--- src/rtl/mdio_pkg.sv ---
package mdio_pkg;
  localparam int FRAME_W    = 32;
  localparam int DATA_W     = 16;
  localparam int PRE_BITS   = 32;
  localparam int TOT_BITS   = PRE_BITS + FRAME_W;
  localparam int BIT_CW     = $clog2(TOT_BITS);
  localparam int TA_FIRST   = PRE_BITS + 14;
  localparam int DATA_FIRST = TOT_BITS - DATA_W;
  localparam int REG_AW     = 2;
  localparam logic [1:0] OP_READ = 2'b10;

  typedef enum logic [REG_AW-1:0] {
    RA_FRAME = 2'd0,
    RA_SPEED = 2'd1,
    RA_EVENT = 2'd2,
    RA_MASK  = 2'd3
  } reg_addr_e;
endpackage

--- src/rtl/mdio_rst_sync.sv ---
module mdio_rst_sync (
  input  logic clk,
  input  logic rst_n,
  output logic rst_sync_n
);
  logic [1:0] sync_q;

  always_ff @(posedge clk or negedge rst_n) begin
    if (!rst_n) sync_q <= 2'b00;
    else        sync_q <= {sync_q[0], 1'b1};
  end

  assign rst_sync_n = sync_q[1];
endmodule

--- src/rtl/mdio_clkgen.sv ---
module mdio_clkgen #(
  parameter int SPD_W = 6
) (
  input  logic             clk,
  input  logic             rst_n,
  input  logic             run,
  input  logic [SPD_W-1:0] spd,
  output logic             mdc,
  output logic             rise,
  output logic             fall
);
  logic [SPD_W-1:0] cnt_q, cnt_d;
  logic             mdc_q, mdc_d;
  logic             half_end;

  assign half_end = run && (cnt_q == spd - {{(SPD_W-1){1'b0}}, 1'b1});

  always_comb begin
    cnt_d = cnt_q;
    mdc_d = mdc_q;
    if (!run) begin
      cnt_d = '0;
      mdc_d = 1'b0;
    end else if (half_end) begin
      cnt_d = '0;
      mdc_d = ~mdc_q;
    end else begin
      cnt_d = cnt_q + {{(SPD_W-1){1'b0}}, 1'b1};
    end
  end

  always_ff @(posedge clk or negedge rst_n) begin
    if (!rst_n) begin
      cnt_q <= '0;
      mdc_q <= 1'b0;
    end else begin
      cnt_q <= cnt_d;
      mdc_q <= mdc_d;
    end
  end

  assign mdc  = mdc_q;
  assign rise = half_end & ~mdc_q;
  assign fall = half_end &  mdc_q;
endmodule

--- src/rtl/mdio_engine.sv ---
module mdio_engine
  import mdio_pkg::*;
#(
  parameter int SPD_W = 6
) (
  input  logic               clk,
  input  logic               rst_n,
  input  logic               start,
  input  logic [FRAME_W-1:0] start_frame,
  input  logic [SPD_W-1:0]   start_spd,
  input  logic               rise,
  input  logic               fall,
  input  logic               mdio_i,
  output logic               busy,
  output logic [SPD_W-1:0]   run_spd,
  output logic               mdio_o,
  output logic               mdio_oe,
  output logic               done,
  output logic               rd_done,
  output logic [DATA_W-1:0]  rd_data
);
  logic               busy_q, busy_d;
  logic [BIT_CW-1:0]  bit_q, bit_d;
  logic [FRAME_W-1:0] sh_q, sh_d;
  logic               rdop_q, rdop_d;
  logic [SPD_W-1:0]   spd_q, spd_d;
  logic [DATA_W-1:0]  rdsh_q, rdsh_d;
  logic               last_bit;
  logic               in_pre;

  assign last_bit = (bit_q == BIT_CW'(TOT_BITS - 1));
  assign in_pre   = (bit_q < BIT_CW'(PRE_BITS));

  always_comb begin
    busy_d = busy_q;
    bit_d  = bit_q;
    sh_d   = sh_q;
    rdop_d = rdop_q;
    spd_d  = spd_q;
    rdsh_d = rdsh_q;
    if (!busy_q) begin
      if (start) begin
        busy_d = 1'b1;
        bit_d  = '0;
        sh_d   = start_frame;
        rdop_d = (start_frame[29:28] == OP_READ);
        spd_d  = start_spd;
        rdsh_d = '0;
      end
    end else begin
      if (rise && rdop_q && (bit_q >= BIT_CW'(DATA_FIRST)))
        rdsh_d = {rdsh_q[DATA_W-2:0], mdio_i};
      if (fall) begin
        if (last_bit) busy_d = 1'b0;
        else          bit_d  = bit_q + {{(BIT_CW-1){1'b0}}, 1'b1};
      end
    end
  end

  always_ff @(posedge clk or negedge rst_n) begin
    if (!rst_n) begin
      busy_q <= 1'b0;
      bit_q  <= '0;
      sh_q   <= '0;
      rdop_q <= 1'b0;
      spd_q  <= '0;
      rdsh_q <= '0;
    end else begin
      busy_q <= busy_d;
      bit_q  <= bit_d;
      sh_q   <= sh_d;
      rdop_q <= rdop_d;
      spd_q  <= spd_d;
      rdsh_q <= rdsh_d;
    end
  end

  assign busy    = busy_q;
  assign run_spd = spd_q;
  assign done    = busy_q && fall && last_bit;
  assign rd_done = done && rdop_q;
  assign rd_data = rdsh_q;
  assign mdio_o  = busy_q && (in_pre ? 1'b1 : sh_q[~bit_q[4:0]]);
  assign mdio_oe = busy_q && !(rdop_q && (bit_q >= BIT_CW'(TA_FIRST)));
endmodule

--- src/rtl/mdio_regs.sv ---
module mdio_regs
  import mdio_pkg::*;
#(
  parameter int SPD_W = 6
) (
  input  logic               clk,
  input  logic               rst_n,
  input  logic               bus_we,
  input  logic [REG_AW-1:0]  bus_addr,
  input  logic [FRAME_W-1:0] bus_wdata,
  output logic [FRAME_W-1:0] bus_rdata,
  input  logic               busy,
  input  logic               done,
  input  logic               rd_done,
  input  logic [DATA_W-1:0]  rd_data,
  output logic               start,
  output logic [SPD_W-1:0]   spd_reg,
  output logic               event_done,
  output logic               irq
);
  logic [FRAME_W-1:0] frame_q, frame_d;
  logic [SPD_W-1:0]   spd_q, spd_d;
  logic               evt_q, evt_d;
  logic               msk_q, msk_d;
  logic               wr_frame, wr_speed, wr_event, wr_mask;

  assign wr_frame = bus_we && (bus_addr == RA_FRAME);
  assign wr_speed = bus_we && (bus_addr == RA_SPEED);
  assign wr_event = bus_we && (bus_addr == RA_EVENT);
  assign wr_mask  = bus_we && (bus_addr == RA_MASK);
  assign start    = wr_frame && !busy && (spd_q != '0);

  always_comb begin
    frame_d = frame_q;
    spd_d   = spd_q;
    evt_d   = evt_q;
    msk_d   = msk_q;
    if (start)        frame_d = bus_wdata;
    else if (rd_done) frame_d[DATA_W-1:0] = rd_data;
    if (wr_speed)     spd_d = bus_wdata[SPD_W-1:0];
    if (done)                      evt_d = 1'b1;
    else if (wr_event && bus_wdata[0]) evt_d = 1'b0;
    if (wr_mask)      msk_d = bus_wdata[0];
  end

  always_ff @(posedge clk or negedge rst_n) begin
    if (!rst_n) begin
      frame_q <= '0;
      spd_q   <= '0;
      evt_q   <= 1'b0;
      msk_q   <= 1'b0;
    end else begin
      frame_q <= frame_d;
      spd_q   <= spd_d;
      evt_q   <= evt_d;
      msk_q   <= msk_d;
    end
  end

  always_comb begin
    bus_rdata = '0;
    case (bus_addr)
      RA_FRAME: bus_rdata = frame_q;
      RA_SPEED: bus_rdata = {{(FRAME_W-SPD_W){1'b0}}, spd_q};
      RA_EVENT: bus_rdata = {{(FRAME_W-2){1'b0}}, busy, evt_q};
      RA_MASK:  bus_rdata = {{(FRAME_W-1){1'b0}}, msk_q};
      default:  bus_rdata = '0;
    endcase
  end

  assign spd_reg    = spd_q;
  assign event_done = evt_q;
  assign irq        = evt_q & msk_q;
endmodule

--- src/rtl/mdio_mgmt_master.sv ---
module mdio_mgmt_master
  import mdio_pkg::*;
#(
  parameter int SPD_W = 6
) (
  input  logic               clk,
  input  logic               rst_n,
  input  logic               bus_we,
  input  logic [REG_AW-1:0]  bus_addr,
  input  logic [FRAME_W-1:0] bus_wdata,
  output logic [FRAME_W-1:0] bus_rdata,
  output logic               irq,
  output logic               mdc,
  output logic               mdio_o,
  output logic               mdio_oe,
  input  logic               mdio_i
);
  logic              rst_sync_n;
  logic              start, busy, done, rd_done, rise, fall, event_done;
  logic [SPD_W-1:0]  spd_reg, run_spd;
  logic [DATA_W-1:0] rd_data;

  mdio_rst_sync u_rst (
    .clk        (clk),
    .rst_n      (rst_n),
    .rst_sync_n (rst_sync_n)
  );

  mdio_regs #(.SPD_W(SPD_W)) u_regs (
    .clk        (clk),
    .rst_n      (rst_sync_n),
    .bus_we     (bus_we),
    .bus_addr   (bus_addr),
    .bus_wdata  (bus_wdata),
    .bus_rdata  (bus_rdata),
    .busy       (busy),
    .done       (done),
    .rd_done    (rd_done),
    .rd_data    (rd_data),
    .start      (start),
    .spd_reg    (spd_reg),
    .event_done (event_done),
    .irq        (irq)
  );

  mdio_clkgen #(.SPD_W(SPD_W)) u_clk (
    .clk   (clk),
    .rst_n (rst_sync_n),
    .run   (busy),
    .spd   (run_spd),
    .mdc   (mdc),
    .rise  (rise),
    .fall  (fall)
  );

  mdio_engine #(.SPD_W(SPD_W)) u_eng (
    .clk         (clk),
    .rst_n       (rst_sync_n),
    .start       (start),
    .start_frame (bus_wdata),
    .start_spd   (spd_reg),
    .rise        (rise),
    .fall        (fall),
    .mdio_i      (mdio_i),
    .busy        (busy),
    .run_spd     (run_spd),
    .mdio_o      (mdio_o),
    .mdio_oe     (mdio_oe),
    .done        (done),
    .rd_done     (rd_done),
    .rd_data     (rd_data)
  );
endmodule

--- config.mk ---
export PLATFORM = sky130hd
export DESIGN_NAME = mdio_mgmt_master
export DESIGN_NICKNAME = d
export VERILOG_FILES = /design/src/rtl/mdio_pkg.sv /design/src/rtl/mdio_rst_sync.sv /design/src/rtl/mdio_clkgen.sv /design/src/rtl/mdio_engine.sv /design/src/rtl/mdio_regs.sv /design/src/rtl/mdio_mgmt_master.sv
export SDC_FILE = /design/constraint.sdc
export NUM_CORES = 1
export LEC_CHECK = 0
export BUFFER_PORTS_ARGS = -buffer_cell sky130_fd_sc_hd__buf_4
export CAP_MARGIN = 20
export CORE_ASPECT_RATIO = 0.7
export CORE_MARGIN = 3
export CORE_UTILIZATION = 30
export CTS_CLUSTER_SIZE = 40
export DETAILED_ROUTE_END_ITERATION = 10
export PLACE_DENSITY = 0.53
export SLEW_MARGIN = 15
export SYNTH_ARGS = -nofsm -noshare
export SYNTH_HDL_FRONTEND = slang
export SYNTH_HIERARCHICAL = 1
export SYNTH_SLANG_ARGS = --single-unit
--- constraint.sdc ---
create_clock -name clk -period 4.1 [get_ports clk]
set_clock_uncertainty 0.05 [all_clocks]
set_input_delay 1.025 -clock clk [delete_from_list [all_inputs] [get_ports clk]]
set_output_delay 1.025 -clock clk [all_outputs]
set_load 0.05 [all_outputs]
# Word-level counts from Yosys, hierarchy flattened
# Index checks and enable logic that the tools add are counted.
# totals
register_bits,111
input_bits,38
out_inout_bits,36
elab_cells,86
# op_classes
n_addsub,3
magnitude_cmp,4
n_eq_ne,10
muxes,23
bitwise_logic,6
reduce_logical,26
# op_table
op,n
$pmux W32 S4,1
$mux W16,5
$mux W6,6
$logic_and A1 B1 Y1,16
$add A6 B1 Y6 const B,2
$ge A6 B6 Y1 const B,2
$mux W1,10
$eq A2 B2 Y1 const B,3
$eq A6 B6 Y1,1
$eq A6 B6 Y1 const B,1
$lt A5 B6 Y1 const B,1
$lt A6 B6 Y1 const B,1
$ne A2 B2 Y1 const B,3
$reduce_bool A2 Y1,3
$reduce_bool A6 Y1,1
$sub A6 B1 Y6 const B,1
$bmux W1 S5,1
$not A5 Y5,1
$reduce_and A2 Y1,2
$and A1 B1 Y1,3
$reduce_and A3 Y1,1
$eq A2 B1 Y1 const B,1
$logic_not A1 Y1,2
$logic_not A2 Y1,1
2 further kinds,3

# Logic depth before layout (Yosys ltp)
# depth
ltp_word,9
ltp_mapped,11

# Hierarchy
# Netlist, hierarchy kept.
# by_module_without_submodules
module,n_inst,cells_per_inst,area_each_um2,seq_area_each_um2
mdio_engine,1,312,2812.7,1551.5
mdio_regs,1,153,2006.9,1001.0
mdio_clkgen,1,55,499.2,175.2
mdio_rst_sync,1,3,53.8,50.0

# Worst setup path before layout
# Ideal clock, no wire load.
# synth_timing
path_type,in2out
startpoint,in bus_addr[0]
endpoint,out bus_rdata[1]
t_arrival_ps,2421
setup_slack_ps,604
stages,3
path_buffers,1
path_cell_list,buf_2 mux2i_1 o21ai_0
# synth_between
elab_chain_cells,2
elab_cells_between_ends,5
cone_classes,eq/ne: 3; mux: 1; reduce/logical: 1
# synth_rtl
item,line_no,source
from (decl),mdio_mgmt_master.sv:9,"input logic [REG_AW-1:0] bus_addr,"
$eq A2 B2 Y1 (tied with other cells),mdio_regs.sv:62,case (bus_addr)
$pmux W32 S4 *,mdio_regs.sv:62,
to (decl),mdio_mgmt_master.sv:11,"output logic [FRAME_W-1:0] bus_rdata,"
# Mark *: on every way between the ends. The rest lies on a longest branch, timed or not.

# Final worst setup path
# layout_timing
startpoint,reg u_eng.bit_q[0]
endpoint,out mdio_o
# layout_between
elab_chain_cells,5
elab_cells_between_ends,6
cone_classes,order compare: 1; mux: 3; bitwise: 1; reduce/logical: 1
# layout_rtl
item,line_no,source
from (decl),mdio_engine.sv:23,"logic [BIT_CW-1:0] bit_q, bit_d;"
from (signal assigned),mdio_engine.sv:70,bit_q <= bit_d;
$not A5 Y5,mdio_engine.sv:83,assign mdio_o = busy_q && (in_pre ? 1'b1 : sh_q[~bit_q[4:0]]);
$bmux W1 S5,mdio_engine.sv:83,
$mux W1 (implied by the code),mdio_engine.sv:83,
$mux W1 *,mdio_engine.sv:83,
$logic_and A1 B1 Y1 *,mdio_engine.sv:83,
to (decl),mdio_mgmt_master.sv:14,"output logic mdio_o,"
# Mark *: on every way between the ends. The rest lies on a longest branch, timed or not. The select of a mux whose other input is x is not followed.

==> reports/metrics.cfg <==
[placed_design]
hpwl_um = 9090
gp_congestion = 0.800
portBuffers = 73
dpl.cell_count = 806

[synthesis]
syn_avg_cell_area_um2 = 10.3
ys_seq_elements = 111
synth_edf_count = 0
synth_area_um2 = 5370
synth_cell_type_count = 48
synthCells = 523
yosysTopAreaCellShare_pct = 51.7
ys_async_sr_fraction_pct = 100
synth_area_leaders = dfrtp_1 (52%), mux2_2 (12%), nand2_1 (11%)
synth_ff_type = dfrtp_1
synth_area_leader_cell = dfrtp_1
yosysWarningCount = 6
ys_seq_area_share_pct = 51.7
syn_nets = 564

[routing]
ant_nets = 0
vias_per_cell = 4.67
wl_per_cell_um = 15.4
via_count = 3851
drt_iter0_markers = 222
drc_errors = 0
wirelength_um = 12700
firstDrtPassIters = 4

[power_and_ir_drop]
power_leakage_uw = 0.00310
p_comb_share_pct = 31.3
intPower_uw = 2860
ir_drop_v = 0.000255
p_sw_uw = 1460
p_clk_share_pct = 24.2
power.density_nw_per_um2 = 660
switching_share_pct = 33.8
seq_power_share_pct = 44.5

[layout]
layout-drive-gt1-share_pct = 28.2
finalNonFillerCells = 824
n_antenna_cell = 0
fillCellCount = 1712
syn_to_final_growth_pct = 21.8
nets = 629

[cts]
cts_buffer_depth = 2
numCtsBuffers = 9
tritoncts = yes
clk_pin_slew_worst_paths_ns = 0.07
htree_levels = 3
hold_buffers = 0
clkLatencyLatePin_ns = 0.35
cts_resized = 0
cts_root_buffer = clkbuf_16
cts_num_sinks = 111
post-cts-setup-buffers = 0

[sta]
timing.fmax_mhz = 292
rsz0062_at_grt = no
hold_viol = 0
final.setup.tns_ns = 0
finalSetupViolations = 0
min_period_ns = 3.43
drv_slew = 0
relSlewSlack_pct = 45.5
fin_crit_sh_pct = 83.6
worstMarginPinSlew_ns = 0.818

[global_routing]
grt_max_degree = 84
track_usage_pct = 13.2
grt_overflow_total = 0
grt_pass1_vias = 3888
antenna_found_initial = 0
grt_pass1_wl_um = 21100

[worst_setup_path]
reg2regPathDepth = 9
worstSetupPathType = reg -> out
critPathArrivalTime_ns = 2.35
reg2reg_to = u_regs/frame_q[2]
r2r_setup_slack_ns = 0.84
end_kind = output pin
cp-start-kind = register
critPathMaxFanout = 9
worst_ep_required_time_ns = 3.02
reg2reg_from = u_eng/run_spd[0]

[die]
die_x_um = 166
core-area_um2 = 17400
die_area_um2 = 19600
rows = 40
pin_count = 74
start_util_pct = 30.9
die_h_um = 118

[worst_hold_path]
min_path_type = reg -> async

[status]
status = completed

[run]
drv_cap = 0

how the worst max path moves through the flow:
stage | endpoint | start | slack [ns]
after floorplan | bus_rdata[1] | bus_addr[0] | 0.60
after global routing | mdio_o | u_eng/bit_q[0] | 0.55
final | mdio_o | u_eng/bit_q[0] | 0.67
after global placement | u_eng/rdop_q | bus_addr[0] | 0.88
after CTS | mdio_o | u_eng/bit_q[0] | 0.63
after detailed placement | u_eng/rdop_q | bus_addr[0] | 0.86
per-stage QoR:
step,power (µW),hold WS (ns),setup slack [ns],utilization (%),area (µm²)
after floorplan,2890,0.281,0.604,-,5370
after global placement,3240,0.290,0.885,35.4,6140
after detailed placement,3300,0.289,0.860,35.4,6140
after CTS,4370,0.312,0.627,37.5,6510
after global routing,4630,0.322,0.551,37.7,6550
final,4320,0.307,0.671,37.7,6550
power by group through the flow:
stage | sequential [µW] | combinational, µW | clock, µW
4_1_cts | 1930 | 1360 | 1080
6_report | 1920 | 1350 | 1050
5_1_grt | 2000 | 1500 | 1120
3_5_place_dp | 1950 | 1350 | 0
2_1_floorplan | 1790 | 1100 | 0
3_3_place_gp | 1930 | 1320 | 0
cell usage in the layout (no fill, tap or decap), drive strengths merged, types with 2 or more instances in the layout:
master,count
nand2,158
dfrtp,111
buf,83
mux2,58
and2,30
nor2,24
o21ai,21
clkbuf,12
mux2i,10
xor2,9
nand3,8
inv,6
nand2b,6
mux4,6
xnor2,5
a21oi,5
nand3b,4
bufinv,3
ha,3
and3,2
o211ai,2
o211a,2
nand4,2
and4,2
o2111ai,2
nor4,2
or2,2
nor2b,2
logic make-up (layout without fill, tap and decap cells):
logic type,after synthesis,in the layout,synth area share (%)
simple gates,245,245,20.4
flops,111,111,51.7
mux,74,74,16.8
compound gates,41,41,5.01
buf+inv,34,104,3.05
xor+xnor,14,14,2.28
fa+ha+maj,3,3,0.699
other cells,1,1,0.0698
Yosys cell counts, types with 3 or more instances:
| cell | number |
|---|---|
| clkbuf_1 | 20 |
| ha_1 | 3 |
| nand3b_1 | 4 |
| inv_1 | 5 |
| buf_6 | 4 |
| mux4_1 | 4 |
| xor2_1 | 9 |
| nor2_1 | 24 |
| nand2_1 | 158 |
| mux2i_1 | 10 |
| a21oi_1 | 4 |
| mux2_2 | 58 |
| nand2b_1 | 6 |
| and2_1 | 30 |
| o21ai_0 | 20 |
| dfrtp_1 | 111 |
| nand3_1 | 8 |
| xnor2_1 | 5 |
per-layer routing:
layer	up-vias	wire length (µm)	global-route usage, %	part of all wire (%)
li1	1869	-	-	-
met1	1889	6650	20.2	52
met2	83	5270	19.2	42
met3	10	657	2.99	5.2
met4	0	99	2.75	0.78
met5	-	0	0	0
critical path: stages (launching register included):
cell,delay (ns)
dfrtp_1,0.64
mux4_2,0.55
or2_0,0.21
a41o_1,0.20
o221a_1,0.22
buf_4,0.19
layout make-up:
cell class              instances  area, µm²  share of cell area, %
repair buffers                 83        648                   9.90
inverters                       5       18.8                  0.287
clock buffers                  12        267                   4.07
flip-flops and latches        111       2780                   42.5
clock inverters                 4       98.8                   1.51
well taps                     231        289                   4.42
multi-input cells             378       2440                   37.3
Note: power is estimated with default switching activity, not from simulation.
